<file path="src/rtl/irq_agg_pkg.sv">
package irq_agg_pkg;
    localparam int CH_W   = 8;
    localparam int ADDR_W = 8;
    localparam int NGRP   = 4;

    // bank order: loss, driver fault, alarm detect, overflow
    localparam logic [ADDR_W-1:0] STAT_ADDR [NGRP] = '{8'h04, 8'h05, 8'h13, 8'h00};
    localparam logic [NGRP-1:0]   HAS_STAT         = 4'b0111;
    localparam logic [ADDR_W-1:0] MASK_ADDR [NGRP] = '{8'h06, 8'h07, 8'h14, 8'h1A};
    localparam logic [ADDR_W-1:0] CHG_ADDR  [NGRP] = '{8'h08, 8'h09, 8'h15, 8'h1B};
    localparam logic [ADDR_W-1:0] SRST_ADDR        = 8'h0A;

    typedef enum logic {IRQ_IDLE, IRQ_ACTIVE} irq_state_e;
endpackage

</file>
<file path="src/rtl/irq_bank.sv">
module irq_bank #(
    parameter int W = 8
) (
    input  logic         clk,
    input  logic         rst_n,
    input  logic         soft_clr,
    input  logic [W-1:0] flags_in,
    input  logic         mask_we,
    input  logic [W-1:0] mask_wdata,
    input  logic         chg_rd,
    output logic [W-1:0] live_q,
    output logic [W-1:0] mask_q,
    output logic [W-1:0] chg_q,
    output logic         pending
);
    logic [W-1:0] prev_q;
    logic [W-1:0] toggled;
    logic [W-1:0] hit;

    assign toggled = live_q ^ prev_q;
    assign hit     = toggled & mask_q;
    assign pending = |(chg_q & mask_q);

    always_ff @(posedge clk or negedge rst_n) begin
        if (!rst_n) begin
            live_q <= '0;
            prev_q <= '0;
            mask_q <= '0;
            chg_q  <= '0;
        end else if (soft_clr) begin
            live_q <= '0;
            prev_q <= '0;
            mask_q <= '0;
            chg_q  <= '0;
        end else begin
            live_q <= flags_in;
            prev_q <= live_q;
            if (mask_we) mask_q <= mask_wdata;
            // new toggles take priority over the clearing read
            chg_q <= (chg_rd ? '0 : chg_q) | hit;
        end
    end

    // a masked toggle is latched on the next edge
    a_r4_latch_toggle: assert property (@(posedge clk) disable iff (!rst_n)
        (!soft_clr && |hit) |=> ((chg_q & $past(hit)) == $past(hit)));

    // no bit becomes set without a masked toggle
    a_r5_no_spurious: assert property (@(posedge clk) disable iff (!rst_n)
        1'b1 |=> ((chg_q & ~$past(chg_q) & ~$past(hit)) == '0));

    // a read with no new toggle empties the byte
    a_r6_read_clears: assert property (@(posedge clk) disable iff (!rst_n)
        (chg_rd && hit == '0) |=> (chg_q == '0));

    // a mask write does not disturb live status beyond input sampling
    a_r9_live_indep: assert property (@(posedge clk) disable iff (!rst_n)
        (mask_we && !soft_clr && $stable(flags_in)) |=> (live_q == $past(flags_in)));
endmodule

</file>
<file path="src/rtl/irq_pin_fsm.sv">
module irq_pin_fsm
    import irq_agg_pkg::*;
(
    input  logic clk,
    input  logic rst_n,
    input  logic any_pending,
    output logic irq_n
);
    irq_state_e state_q, state_d;

    always_comb begin
        state_d = state_q;
        unique case (state_q)
            IRQ_IDLE:   if (any_pending)  state_d = IRQ_ACTIVE;  // raise
            IRQ_ACTIVE: if (!any_pending) state_d = IRQ_IDLE;    // release
            default:                      state_d = IRQ_IDLE;
        endcase
    end

    always_ff @(posedge clk or negedge rst_n) begin
        if (!rst_n) state_q <= IRQ_IDLE;
        else        state_q <= state_d;
    end

    always_comb begin
        irq_n = (state_q != IRQ_ACTIVE);
    end

    // pin follows pending state one clock later
    a_r8_pin_low: assert property (@(posedge clk) disable iff (!rst_n)
        any_pending |=> !irq_n);
    a_r8_pin_high: assert property (@(posedge clk) disable iff (!rst_n)
        !any_pending |=> irq_n);
endmodule

</file>
<file path="src/rtl/status_irq_agg.sv">
module status_irq_agg
    import irq_agg_pkg::*;
(
    input  logic              clk,
    input  logic              rst_n,
    input  logic              host_wr,
    input  logic              host_rd,
    input  logic [ADDR_W-1:0] host_addr,
    input  logic [CH_W-1:0]   host_wdata,
    output logic [CH_W-1:0]   host_rdata,
    input  logic [CH_W-1:0]   los_in,
    input  logic [CH_W-1:0]   drv_fault_in,
    input  logic [CH_W-1:0]   alarm_in,
    input  logic [CH_W-1:0]   ovf_in,
    output logic              irq_n
);
    logic [CH_W-1:0] flags   [NGRP];
    logic [CH_W-1:0] live    [NGRP];
    logic [CH_W-1:0] mask    [NGRP];
    logic [CH_W-1:0] chg     [NGRP];
    logic [NGRP-1:0] pend;
    logic            soft_clr;

    assign flags[0] = los_in;
    assign flags[1] = drv_fault_in;
    assign flags[2] = alarm_in;
    assign flags[3] = ovf_in;
    assign soft_clr = host_wr && (host_addr == SRST_ADDR);

    for (genvar g = 0; g < NGRP; g++) begin : g_bank
        logic mask_we, chg_rd;
        assign mask_we = host_wr && (host_addr == MASK_ADDR[g]);
        assign chg_rd  = host_rd && (host_addr == CHG_ADDR[g]);
        irq_bank #(.W(CH_W)) u_bank (
            .clk(clk), .rst_n(rst_n), .soft_clr(soft_clr),
            .flags_in(flags[g]), .mask_we(mask_we), .mask_wdata(host_wdata),
            .chg_rd(chg_rd), .live_q(live[g]), .mask_q(mask[g]),
            .chg_q(chg[g]), .pending(pend[g])
        );
    end

    always_comb begin
        host_rdata = '0;
        if (host_rd) begin
            for (int g = 0; g < NGRP; g++) begin
                if (HAS_STAT[g] && host_addr == STAT_ADDR[g]) host_rdata = live[g];
                if (host_addr == MASK_ADDR[g])                host_rdata = mask[g];
                if (host_addr == CHG_ADDR[g])                 host_rdata = chg[g];
            end
        end
    end

    irq_pin_fsm u_pin (
        .clk(clk), .rst_n(rst_n), .any_pending(|pend), .irq_n(irq_n)
    );

    // software reset empties masks and change bytes
    a_r10_soft_reset: assert property (@(posedge clk) disable iff (!rst_n)
        soft_clr |=> (mask[0] == '0 && mask[1] == '0 && mask[2] == '0 && mask[3] == '0
                      && chg[0] == '0 && chg[1] == '0 && chg[2] == '0 && chg[3] == '0));

    // mask byte only moves on its own write or a software reset
    a_r3_mask_hold: assert property (@(posedge clk) disable iff (!rst_n)
        !host_wr |=> $stable(mask[0]));
endmodule

</file>
<file path="config.mk">
export PLATFORM = sky130hd
export DESIGN_NAME = status_irq_agg
export DESIGN_NICKNAME = d
export VERILOG_FILES = /design/src/rtl/irq_agg_pkg.sv /design/src/rtl/irq_bank.sv /design/src/rtl/irq_pin_fsm.sv /design/src/rtl/status_irq_agg.sv
export SDC_FILE = /design/constraint.sdc
export NUM_CORES = 1
export LEC_CHECK = 0
export ABC_AREA = 1
export BUFFER_PORTS_ARGS = -buffer_cell sky130_fd_sc_hd__buf_4
export CAP_MARGIN = 5
export CORE_ASPECT_RATIO = 0.8
export CORE_MARGIN = 4
export CORE_UTILIZATION = 60
export CTS_CLUSTER_DIAMETER = 80
export DETAILED_ROUTE_END_ITERATION = 10
export HOLD_SLACK_MARGIN = 0.12
export PLACE_DENSITY = 0.89
export SLEW_MARGIN = 15
export SYNTH_ARGS = -nofsm -noshare
export SYNTH_HDL_FRONTEND = slang
export SYNTH_HIERARCHICAL = 1
export SYNTH_SLANG_ARGS = --single-unit
export TNS_END_PERCENT = 20
</file>
<file path="constraint.sdc">
create_clock -name clk -period 1.75 [get_ports clk]
set_input_delay 0.175 -clock clk [delete_from_list [all_inputs] [get_ports clk]]
set_output_delay 0.175 -clock clk [all_outputs]
set_load 0.1 [all_outputs]
</file>
==> impl_metrics.yaml, run 1 <==
finish:
  area_of_the_multi_input_gates_um2: 2696
  flow.area_growth_from_synthesis_pct: 33.21
  antenna-diode-count: 0
  ff_latch_area_um2: 3231
  layout.nets: 1070
  post_route_cells_drive_above_1_share: 0.2165
  fillers: 641
die:
  fp.dieH_um: 102.5
  initial_utilization: 0.6155
  area_of_the_die_um2: 12940
  io-pin-count: 61
  floorplan_die_width_um: 126.2
  core-area_um2: 10890
  num_rows: 34
setup_path:
  critical_path.n_buffers_inverters: 2
  crit_path_max_fanout: 4
  worst_r2r_path_depth: 6
  crit_path_end_kind: "primary output"
  worst_path_dominant_cell_family: "simple AND/OR/NAND/NOR gates"
  worst_setup_path_start_kind: "flip-flop"
  rr_startpoint: "g_bank[0].u_bank/mask_q[0]"
  worst-r2r-setup-slack_ns: 0.14
  required_ns: 1.57
  cp-startpoint: "g_bank[0].u_bank/mask_q[4]"
  timing.critical_path.slowest_cell_delay_ns: 0.43
  path_common_cell: "sky130_fd_sc_hd__nand2_1"
  path_cells: "nand3_1 -> nand4_1 -> nand2_1 -> nand3_1 -> nand2_1 -> nand4_1 -> nand2_1 -> inv_1 -> buf_8"
  worstSetupPathType: "reg -> out"
  cp_num_cells: 9
  worst-endpoint-arrival_ns: 1.75
  cell_with_the_largest_stage_delay_on_the_worst_path: "sky130_fd_sc_hd__dfrtp_1"
cts:
  clk_transition_reported_paths_ns: 0.06
  cts-buffers-inserted: 17
  clock_sinks: 129
  worst_skew_pair.late_latency_ns: 0.42
  cts_tree: "yes"
  ctsHtreeMaxLevel: 4
  cts_root_buf: "sky130_fd_sc_hd__clkbuf_16"
  cts_max_path_buffers: 2
timing:
  fmax_mhz: 519.2
  final.setup.worst_slack_ns: -0.1762
  final.setup_skew_ns: 0.007466
  final-hold-violation-count: 0
  final_max_slew_viol_count: 0
  final.period_utilization: 1.101
  worst-slew-pin-transition_ns: 0.4252
  finalSetupViolations: 8
  period_needed_ns: 1.926
  setup_repair_after_global_routing_missed_its_margin: "yes"
  maxSlewHeadroom: 0.7144
global_route:
  grt_pass1_wl_um: 31360
  grt_antenna_before_repair: 0
  grt_use_total: 0.3150
  grt_max_degree: 33
  grt_pass1_vias: 6361
  grt.overflow.total: 0
power:
  vdd_drop_max_mv: 0.8269
  power_mw: 8.427
  cellLeakagePower_nw: 4.837
  power.density_cell_area_nw_per_um2: 943.9
detailed_routing:
  post_drt_via_cell_ratio: 5.481
  drc_errors: 0
  vias: 6435
  firstDrtPassIters: 7
  drt.antenna.violating_nets: 0
  detail_route.iter0.violations: 795
  detail_route.wl_per_cell_um: 17.10
  wirelength_um: 20080
synthesis:
  yosysWarnings: 6
  synth_seq_area_share: 0.4816
  count_of_flip_flops_with_a_built_in_enable_after_synthesis: 0
  post_synth_design_cell_area_um2: 6703
  syn_inst: 865
  synth.distinct_cells: 32
  asyncSetResetFlopFracSynth: 1.000
  synth_ff_type: "sky130_fd_sc_hd__dfrtp_1"
  postSynthAreaPerCell_um2: 7.749
  synth_seq_cells: 129
  syn_nets: 917
placed_design:
  dpl_worst_slack_ns: -0.2370
  place.detailed.hpwl_um: 12620
  global_placer_s_final_weighted_congestion: 0.9254
  io_buffer_count: 60
run_status:
  failed_checks: "setup timing"
  status: "complete, but fails checks"
hold_path:
  hold_class: "in -> async"
job:
  max_cap_violations: 0
-- cell families after synthesis --
| logic type | after synthesis | synth area share |
|---|---|---|
| AOI/OAI and AO/OA | 78 | 0.07654 |
| buffers and inverters | 191 | 0.1241 |
| DFF | 129 | 0.4816 |
| and+or+nand+nor | 467 | 0.3177 |
-- flip-flops by register name, indices dropped and copies added, names as in the netlist --
| name | cells |
|---|---|
| g_bank.u_bank/chg_q | 32 |
| g_bank.u_bank/live_q | 32 |
| g_bank.u_bank/mask_q | 32 |
| u_pin/state_q | 1 |
| g_bank.u_bank/prev_q | 32 |
-- layer usage --
| layer | global-route usage | routed length (µm) | share of wire | vias to the layer above |
|---|---|---|---|---|
| met1 | 0.3901 | 7764 | 0.39 | 3025 |
| li1 | - | - | - | 2960 |
| met4 | 0.1336 | 658 | 0.033 | 0 |
| met3 | 0.07716 | 1696 | 0.084 | 76 |
| met2 | 0.5378 | 9959 | 0.50 | 374 |
| met5 | 0 | 0 | 0 | - |
-- where the power goes --
| part | internal (mW) | switching (mW) | total (mW) |
|---|---|---|---|
| clock network | 2.69 | 1.39 | 4.09 |
| logic | 0.427 | 0.500 | 0.927 |
| registers | 3.18 | 0.234 | 3.41 |
-- cell type report --
cell class	instances	share of cell area
Sequential cell	129	0.3618
Multi-Input combinational cell	546	0.3020
Timing Repair Buffer	157	0.1696
Inverter	167	0.07049
Clock buffer	17	0.04765
Clock inverter	14	0.02831
Tap cell	144	0.02018
-- cells in the mapped netlist, types with 2 or more instances --
library cell	number	area, µm²
sky130_fd_sc_hd__a21oi_1	38	190.2
sky130_fd_sc_hd__buf_2	8	40.04
sky130_fd_sc_hd__buf_4	5	37.54
sky130_fd_sc_hd__buf_6	10	112.6
sky130_fd_sc_hd__dfrtp_1	129	3228
sky130_fd_sc_hd__inv_1	164	615.6
sky130_fd_sc_hd__inv_2	3	11.26
sky130_fd_sc_hd__nand2_1	222	833.3
sky130_fd_sc_hd__nand2_2	4	25.02
sky130_fd_sc_hd__nand2_4	2	22.52
sky130_fd_sc_hd__nand3_1	95	475.5
sky130_fd_sc_hd__nand3_2	2	20.02
sky130_fd_sc_hd__nand3b_1	2	15.01
sky130_fd_sc_hd__nand4_1	14	87.58
sky130_fd_sc_hd__nor2_1	89	334.1
sky130_fd_sc_hd__nor2_2	4	25.02
sky130_fd_sc_hd__nor2_4	4	45.04
sky130_fd_sc_hd__nor2_8	2	40.04
sky130_fd_sc_hd__nor3_1	4	20.02
sky130_fd_sc_hd__nor3_4	2	32.53
sky130_fd_sc_hd__o21ai_0	6	30.03
sky130_fd_sc_hd__o21ai_2	32	280.3
sky130_fd_sc_hd__or2_0	5	31.28
sky130_fd_sc_hd__or2_1	6	37.54
sky130_fd_sc_hd__or2_2	6	37.54
-- placed cells by master, fill, tap and decap left out, types with 2 or more instances in the layout --
cell                            netlist  final
sky130_fd_sc_hd__or2_1                6      6
sky130_fd_sc_hd__inv_1              164    163
sky130_fd_sc_hd__nor2_8               2      2
sky130_fd_sc_hd__nor3_1               4      4
sky130_fd_sc_hd__nand3_2              2      4
sky130_fd_sc_hd__or2_2                6      6
sky130_fd_sc_hd__dfrtp_2              0      2
sky130_fd_sc_hd__nand4_1             14     14
sky130_fd_sc_hd__nand2_1            222    220
sky130_fd_sc_hd__or2_0                5      5
sky130_fd_sc_hd__clkbuf_16            0     17
sky130_fd_sc_hd__buf_12               0     18
sky130_fd_sc_hd__nor2_4               4      6
sky130_fd_sc_hd__bufinv_16            0      6
sky130_fd_sc_hd__a21oi_1             38     38
sky130_fd_sc_hd__dlygate4sd3_1        0     41
sky130_fd_sc_hd__nand2_4              2      2
sky130_fd_sc_hd__dfrtp_1            129    127
sky130_fd_sc_hd__o21ai_2             32     33
sky130_fd_sc_hd__nor2_1              89     86
sky130_fd_sc_hd__nor2_2               4      5
sky130_fd_sc_hd__nand3_1             95     93
sky130_fd_sc_hd__nand3_4              1      2
sky130_fd_sc_hd__inv_6                0      3
sky130_fd_sc_hd__nor3_4               2      2
sky130_fd_sc_hd__buf_4                5     97
sky130_fd_sc_hd__nand3b_1             2      2
sky130_fd_sc_hd__inv_2                3      3
sky130_fd_sc_hd__clkinv_4             0      4
sky130_fd_sc_hd__nand2_2              4      6
sky130_fd_sc_hd__o21ai_0              6      6
-- metrics by stage --
step	cells	area, µm²	hold slack (ns)	TNS [ns]	utilization
3_5_place_dp	1091	7621	0.09057	-1.569	0.6998
2_1_floorplan	865	6705	-0.1206	-0.9805	-
5_1_grt	1174	8929	0.2192	-1.893	0.8199
4_1_cts	1168	8810	0.2019	-1.181	0.8089
6_report	1174	8929	0.1955	-1.205	0.8199
3_3_place_gp	1091	7621	0.09314	-1.097	0.6998
-- worst paths after layout --
| kind | endpoint |
|---|---|
| max in group asynchronous | g_bank[1].u_bank/mask_q[5] |
| max reg2reg | u_pin/state_q |
| max | host_rdata[4] |
| min | g_bank[0].u_bank/live_q[7] |
| min reg2reg | g_bank[3].u_bank/prev_q[1] |
| min in group clk | g_bank[3].u_bank/mask_q[1] |
-- timing repair --
item / in CTS / in global routing
hold buffers: 41 / 0
endpoints found under the setup margin: 8 / 8
gates resized for setup: 16 / 19
cloned: 1 / 0
pin swaps: 3 / 11
setup buffers: 4 / 6
hold endpoints to repair: 192 / 0
No activity file was read; power rests on OpenSTA's default activity.
==> inputs of run 2 (changes only) <==
--- a/config.mk
+++ b/config.mk
@@ -6,15 +6,16 @@
 export NUM_CORES = 1
 export LEC_CHECK = 0
 export ABC_AREA = 1
-export BUFFER_PORTS_ARGS = -buffer_cell sky130_fd_sc_hd__buf_4
 export CAP_MARGIN = 5
 export CORE_ASPECT_RATIO = 0.8
 export CORE_MARGIN = 4
-export CORE_UTILIZATION = 60
+export CORE_UTILIZATION = 64
 export CTS_CLUSTER_DIAMETER = 80
 export DETAILED_ROUTE_END_ITERATION = 10
+export DONT_BUFFER_PORTS = 1
 export HOLD_SLACK_MARGIN = 0.12
 export PLACE_DENSITY = 0.89
+export REMOVE_ABC_BUFFERS = 1
 export SLEW_MARGIN = 15
 export SYNTH_ARGS = -nofsm -noshare
 export SYNTH_HDL_FRONTEND = slang
==> impl_metrics.yaml, run 2 (synthesized netlist as in run 1, its figures left out) <==
cts:
  clk_transition_reported_paths_ns: 0.06
  cts_root_buf: "sky130_fd_sc_hd__clkbuf_16"
  cts_max_path_buffers: 2
  cts_hold_repair.buffers: 40
  cts_tree: "yes"
  worst_skew_pair.late_latency_ns: 0.42
  ctsHtreeMaxLevel: 4
  clock_sinks: 129
  cts-buffers-inserted: 17
placed_design:
  io_buffer_count: 0
  global_placer_s_final_weighted_congestion: 0.9374
  place.detailed.hpwl_um: 12100
power:
  part_of_the_total_power_dissipated_in_the_clock_network: 0.478
  power_frac_comb: 0.090
  p_sw_mw: 1.893
  cellLeakagePower_nw: 4.467
  power_mw: 7.864
  internal_power_mw: 5.971
  power_switching_share: 0.2407
  power.density_cell_area_nw_per_um2: 956.8
  power_frac_seq: 0.432
  vdd_drop_max_mv: 0.8196
detailed_routing:
  detail_route.iter0.violations: 733
  wirelength_um: 18670
  vias: 6019
  detail_route.wl_per_cell_um: 16.95
  firstDrtPassIters: 7
  drc_errors: 0
  post_drt_via_cell_ratio: 5.467
  drt.antenna.violating_nets: 0
finish:
  final_common_cell: "sky130_fd_sc_hd__nand2_1"
  layout.nets: 999
  final_core_utilization: 0.8027
  flow.area_growth_from_synthesis_pct: 22.62
  post_route_cells_drive_above_1_share: 0.1585
  layout.cells.most_common_list: "sky130_fd_sc_hd__nand2_1 (219), sky130_fd_sc_hd__inv_1 (164), sky130_fd_sc_hd__dfrtp_1 (127)"
setup_path:
  worst_setup_path_start_kind: "flip-flop"
  crit_path_max_fanout: 2
  timing.critical_path.slowest_cell_delay_ns: 0.40
  path_common_cell: "sky130_fd_sc_hd__nand2_1"
  required_ns: 1.57
  worstSetupPathType: "reg -> out"
  r2r_end: "u_pin/state_q"
  crit_path_end_kind: "primary output"
  worst-endpoint-arrival_ns: 1.77
  rr_startpoint: "g_bank[1].u_bank/mask_q[7]"
  cell_with_the_largest_stage_delay_on_the_worst_path: "sky130_fd_sc_hd__dfrtp_1"
  worst_r2r_path_depth: 5
  path_cells: "inv_1 -> nor2_1 -> nand2_1 -> nand2_1 -> o21ai_2 -> nand3_2 -> nand2_2 -> nand4_1 -> nand2_1 -> nand2_2 -> buf_12"
  worst-r2r-setup-slack_ns: 0.21
timing:
  fmax_mhz: 515.0
  period_needed_ns: 1.942
  maxSlewHeadroom: 0.7165
  final-hold-violation-count: 129
  setup_tns_ns: -1.002
  final_max_slew_viol_count: 0
  finalSetupViolations: 8
  final.period_utilization: 1.110
  setup_repair_after_global_routing_missed_its_margin: "yes"
  final.setup_skew_ns: 0.008132
  worst-slew-pin-transition_ns: 0.4239
  final.setup.worst_slack_ns: -0.1918
  fin_hold_ws_ns: -0.5493
global_route:
  grt.overflow.total: 0
  grt_antenna_before_repair: 2
  grt_pass1_vias: 5941
  grt_max_degree: 130
  grt_pass1_wl_um: 30540
  grt_use_total: 0.3273
die:
  initial_utilization: 0.6546
  floorplan_die_width_um: 122.4
  core-area_um2: 10240
  io-pin-count: 61
  num_rows: 33
  fp.dieH_um: 99.54
  area_of_the_die_um2: 12180
run_status:
  status: "complete, but fails checks"
  failed_checks: "hold timing, setup timing"
hold_path:
  hold_class: "in -> async"
job:
  max_cap_violations: 0
run 2: cell count changes in the layout (fill, tap and decap cells not counted), moves of 2 or more:
cell and delta:
sky130_fd_sc_hd__bufinv_16 -2, sky130_fd_sc_hd__clkinvlp_4 +2, sky130_fd_sc_hd__inv_6 -3, sky130_fd_sc_hd__diode_2 +2, sky130_fd_sc_hd__nor2_1 +2, sky130_fd_sc_hd__buf_12 -8, sky130_fd_sc_hd__clkinv_4 -4, sky130_fd_sc_hd__clkinv_2 +5
sky130_fd_sc_hd__clkbuf_8 +3, sky130_fd_sc_hd__buf_4 -60
run 2: stage by stage:
| step | instance area [µm²] | setup WS (ns) | std cells |
|---|---|---|---|
| 2_1_floorplan | 6497 | -3.065 | 841 |
| 3_3_place_gp | 7151 | -0.04217 | 1027 |
| 3_5_place_dp | 7151 | -0.05588 | 1027 |
| 4_1_cts | 8200 | -0.1791 | 1099 |
| 5_1_grt | 8219 | -0.3288 | 1101 |
| 6_report | 8219 | -0.1918 | 1101 |
run 2: worst max-delay path by stage:
stage,end,slack [ns],start
2_1_floorplan,g_bank[0].u_bank/mask_q[0],-3.06,host_addr[7]
6_report,host_rdata[6],-0.19,g_bank[0].u_bank/live_q[6]
5_1_grt,host_rdata[6],-0.33,g_bank[0].u_bank/live_q[6]
4_1_cts,host_rdata[6],-0.18,g_bank[0].u_bank/live_q[6]
3_5_place_dp,host_rdata[5],-0.06,host_addr[7]
3_3_place_gp,host_rdata[4],-0.04,host_addr[7]
run 2: area by class of cell:
class | count | area (µm²)
inverter | 167 | 626.9
antenna | 2 | 5.005
clock inverter | 11 | 160.2
sequential | 129 | 3231
fill | 673 | 2021
tap | 140 | 175.2
multi-input combinational | 545 | 2676
timing repair buffer | 87 | 878.3
clock buffer | 20 | 466.7
run 2: power by group through the flow:
| stage | registers (mW) | logic, mW | clock network [mW] |
|---|---|---|---|
| finish | 3.40 | 0.704 | 3.76 |
| global route | 3.42 | 0.783 | 3.92 |
| CTS | 3.38 | 0.690 | 3.78 |
| detailed placement | 3.43 | 0.582 | 0 |
| global placement | 3.42 | 0.556 | 0 |
| floorplan | 3.35 | 0.464 | 0 |
run 2: critical path, delay by kind of cell, from the launching register on:
family	cells	cell delay, ns
AO/OA/AOI/OAI	1	0.13
flip-flops	1	0.40
buffers and inverters	2	0.25
AND/OR/NAND/NOR	8	0.56
run 2: layer usage:
metal	global-route usage	routed length, µm	vias up
li1	-	-	2821
met1	0.4341	7531	2807
met2	0.5148	8715	317
met3	0.08357	1656	74
met4	0.1386	763	0
met5	0	0	-
run 2: what timing repair did:
action,in CTS,in global routing
cloned,0,0
setup endpoints to repair,8,8
buffers inserted,1,0
pin swaps,13,3
gates resized for setup,4,5
hold endpoints to repair,193,129
==> inputs of run 3 (changes only) <==
--- a/config.mk
+++ b/config.mk
@@ -7,14 +7,16 @@
 export LEC_CHECK = 0
 export ABC_AREA = 1
 export CAP_MARGIN = 5
+export CELL_PAD_IN_SITES_DETAIL_PLACEMENT = 1
+export CELL_PAD_IN_SITES_GLOBAL_PLACEMENT = 1
 export CORE_ASPECT_RATIO = 0.8
 export CORE_MARGIN = 4
-export CORE_UTILIZATION = 64
+export CORE_UTILIZATION = 47
 export CTS_CLUSTER_DIAMETER = 80
 export DETAILED_ROUTE_END_ITERATION = 10
 export DONT_BUFFER_PORTS = 1
 export HOLD_SLACK_MARGIN = 0.12
-export PLACE_DENSITY = 0.89
+export PLACE_DENSITY = 0.88
 export REMOVE_ABC_BUFFERS = 1
 export SLEW_MARGIN = 15
 export SYNTH_ARGS = -nofsm -noshare
==> impl_metrics.yaml, run 3 (synthesized netlist as in run 1, its figures left out) <==
run_status:
  status: "complete, but fails checks"
  failed_checks: "hold timing, setup timing"
finish:
  final_core_utilization: 0.6065
  flow.area_growth_from_synthesis_pct: 24.34
  ff_latch_area_um2: 3237
  area_of_the_multi_input_gates_um2: 2695
  layout.nets: 991
  fillers: 1657
  post_route_cells_drive_above_1_share: 0.1649
  final_common_cell: "sky130_fd_sc_hd__nand2_1"
  instances_no_fill: 1136
  layout.cells.most_common_list: "sky130_fd_sc_hd__nand2_1 (216), sky130_fd_sc_hd__inv_1 (162), sky130_fd_sc_hd__dfrtp_1 (122)"
detailed_routing:
  drt.antenna.violating_nets: 0
  wirelength_um: 22310
  detail_route.wl_per_cell_um: 19.64
  firstDrtPassIters: 4
  drc_errors: 0
  post_drt_via_cell_ratio: 5.391
  detail_route.iter0.violations: 429
  vias: 6124
timing:
  setup_repair_after_global_routing_missed_its_margin: "yes"
  period_needed_ns: 2.026
  final_max_slew_viol_count: 0
  fin_hold_ws_ns: -0.5544
  final.period_utilization: 1.158
  worst-slew-pin-transition_ns: 0.4448
  final-hold-violation-count: 129
  maxSlewHeadroom: 0.7025
  final.setup.worst_slack_ns: -0.2758
  finalSetupViolations: 8
  fmax_mhz: 493.6
  final.setup_skew_ns: 0.006140
die:
  fp.dieH_um: 114.8
  initial_utilization: 0.4878
  floorplan_die_width_um: 141.5
  io-pin-count: 61
  core-area_um2: 13740
  area_of_the_die_um2: 16250
  num_rows: 38
power:
  power.density_cell_area_nw_per_um2: 951.7
  cellLeakagePower_nw: 4.468
  vdd_drop_max_mv: 0.7147
  power_mw: 7.932
placed_design:
  place.detailed.hpwl_um: 14520
  placed_cells: 1059
  dpl_worst_slack_ns: -0.1001
  io_buffer_count: 0
  global_placer_s_final_weighted_congestion: 0.9546
setup_path:
  worst_setup_path_start_kind: "flip-flop"
  required_ns: 1.57
  worst_r2r_path_depth: 5
  r2r_end: "u_pin/state_q"
  path_cells: "inv_2 -> nor2_1 -> nand2_1 -> nand2_1 -> o21ai_1 -> nand3_1 -> nand2_1 -> nand4_1 -> nand2_1 -> nand2_2 -> buf_12"
  path_common_cell: "sky130_fd_sc_hd__nand2_1"
  timing.critical_path.slowest_cell_delay_ns: 0.41
  worstSetupPathType: "reg -> out"
  worst-r2r-setup-slack_ns: 0.09
  crit_path_end_kind: "primary output"
  cell_with_the_largest_stage_delay_on_the_worst_path: "sky130_fd_sc_hd__dfrtp_1"
  rr_startpoint: "g_bank[1].u_bank/mask_q[6]"
  worst-endpoint-arrival_ns: 1.85
  crit_path_max_fanout: 3
cts:
  cts_max_path_buffers: 2
  cts_tree: "yes"
  ctsHtreeMaxLevel: 4
  clk_transition_reported_paths_ns: 0.06
  cts_hold_repair.buffers: 40
  cts_root_buf: "sky130_fd_sc_hd__clkbuf_16"
  cts-buffers-inserted: 17
  worst_skew_pair.late_latency_ns: 0.42
  clock_sinks: 129
global_route:
  grt_antenna_before_repair: 4
  grt_use_total: 0.2886
  grt_max_degree: 130
  grt_pass1_wl_um: 35800
  grt.overflow.total: 0
  grt_pass1_vias: 6581
job:
  max_cap_violations: 0
hold_path:
  hold_class: "in -> async"
## run 3: cell count changes in the layout (fill, tap and decap cells not counted), moves of 2 or more
cell | previous run | this run
sky130_fd_sc_hd__diode_2 | 2 | 4
sky130_fd_sc_hd__nand2_2 | 7 | 10
sky130_fd_sc_hd__buf_12 | 10 | 17
sky130_fd_sc_hd__buf_4 | 37 | 22
sky130_fd_sc_hd__dfrtp_1 | 127 | 122
sky130_fd_sc_hd__inv_1 | 164 | 162
sky130_fd_sc_hd__inv_2 | 3 | 5
sky130_fd_sc_hd__clkbuf_8 | 3 | 6
sky130_fd_sc_hd__nand2_1 | 219 | 216
sky130_fd_sc_hd__nand3_2 | 5 | 8
sky130_fd_sc_hd__nand3_1 | 92 | 89
sky130_fd_sc_hd__dfrtp_2 | 2 | 7
## run 3: worst max-delay path by stage
| stage | startpoint | end | slack [ns] | cells after the start |
|---|---|---|---|---|
| 4_1_cts | g_bank[0].u_bank/live_q[6] | host_rdata[6] | -0.25 | 11 |
| 3_3_place_gp | host_addr[7] | host_rdata[1] | 0.002 | 12 |
| 5_1_grt | g_bank[0].u_bank/live_q[6] | host_rdata[6] | -0.43 | 11 |
| 2_1_floorplan | host_addr[7] | g_bank[0].u_bank/mask_q[0] | -3.06 | 8 |
| 6_report | g_bank[0].u_bank/live_q[6] | host_rdata[6] | -0.28 | 11 |
| 3_5_place_dp | host_addr[7] | host_rdata[4] | -0.10 | 13 |
## run 3: cell type report
cell class / count / share of cell area
diodes: 4 / 0.001201
clock buffers: 23 / 0.06095
clock inverters: 9 / 0.01516
inverters: 167 / 0.07521
multi-input cells: 545 / 0.3234
flip-flops and latches: 129 / 0.3884
well taps: 180 / 0.02702
repair buffers: 79 / 0.1087
## run 3: power by group
group / total [mW] / leakage (nW) / internal (mW) / switching, mW
Sequential: 3.43 / 1.34 / 3.18 / 0.248
Clock: 3.77 / 0.315 / 2.46 / 1.31
Combinational: 0.731 / 2.81 / 0.315 / 0.416
## run 3: per-layer routing
metal  part of all wire  track usage
met3              0.057      0.05738
met5                  0            0
met2               0.48       0.4827
met1               0.42       0.3674
met4              0.039       0.1279
## run 3: through the flow
step                instance area (µm²)  TNS (ns)
floorplan                          6497   -325.88
global placement                   7228         0
detailed placement                 7228   -0.3186
CTS                                8289    -1.364
global route                       8334    -2.152
finish                             8334    -1.321
## run 3: timing repair
item	in CTS	in global routing
buffers inserted	0	1
endpoints found under the hold margin	193	129
resized for setup	8	13
setup endpoints to repair	8	8
pin swaps	4	8
## run 3: worst max-delay path: cells and delay by family, from the launching register on
family / cells / cell delay, ns
AND/OR/NAND/NOR: 8 / 0.64
flip-flops: 1 / 0.41
buffers and inverters: 2 / 0.23
AO/OA/AOI/OAI: 1 / 0.15
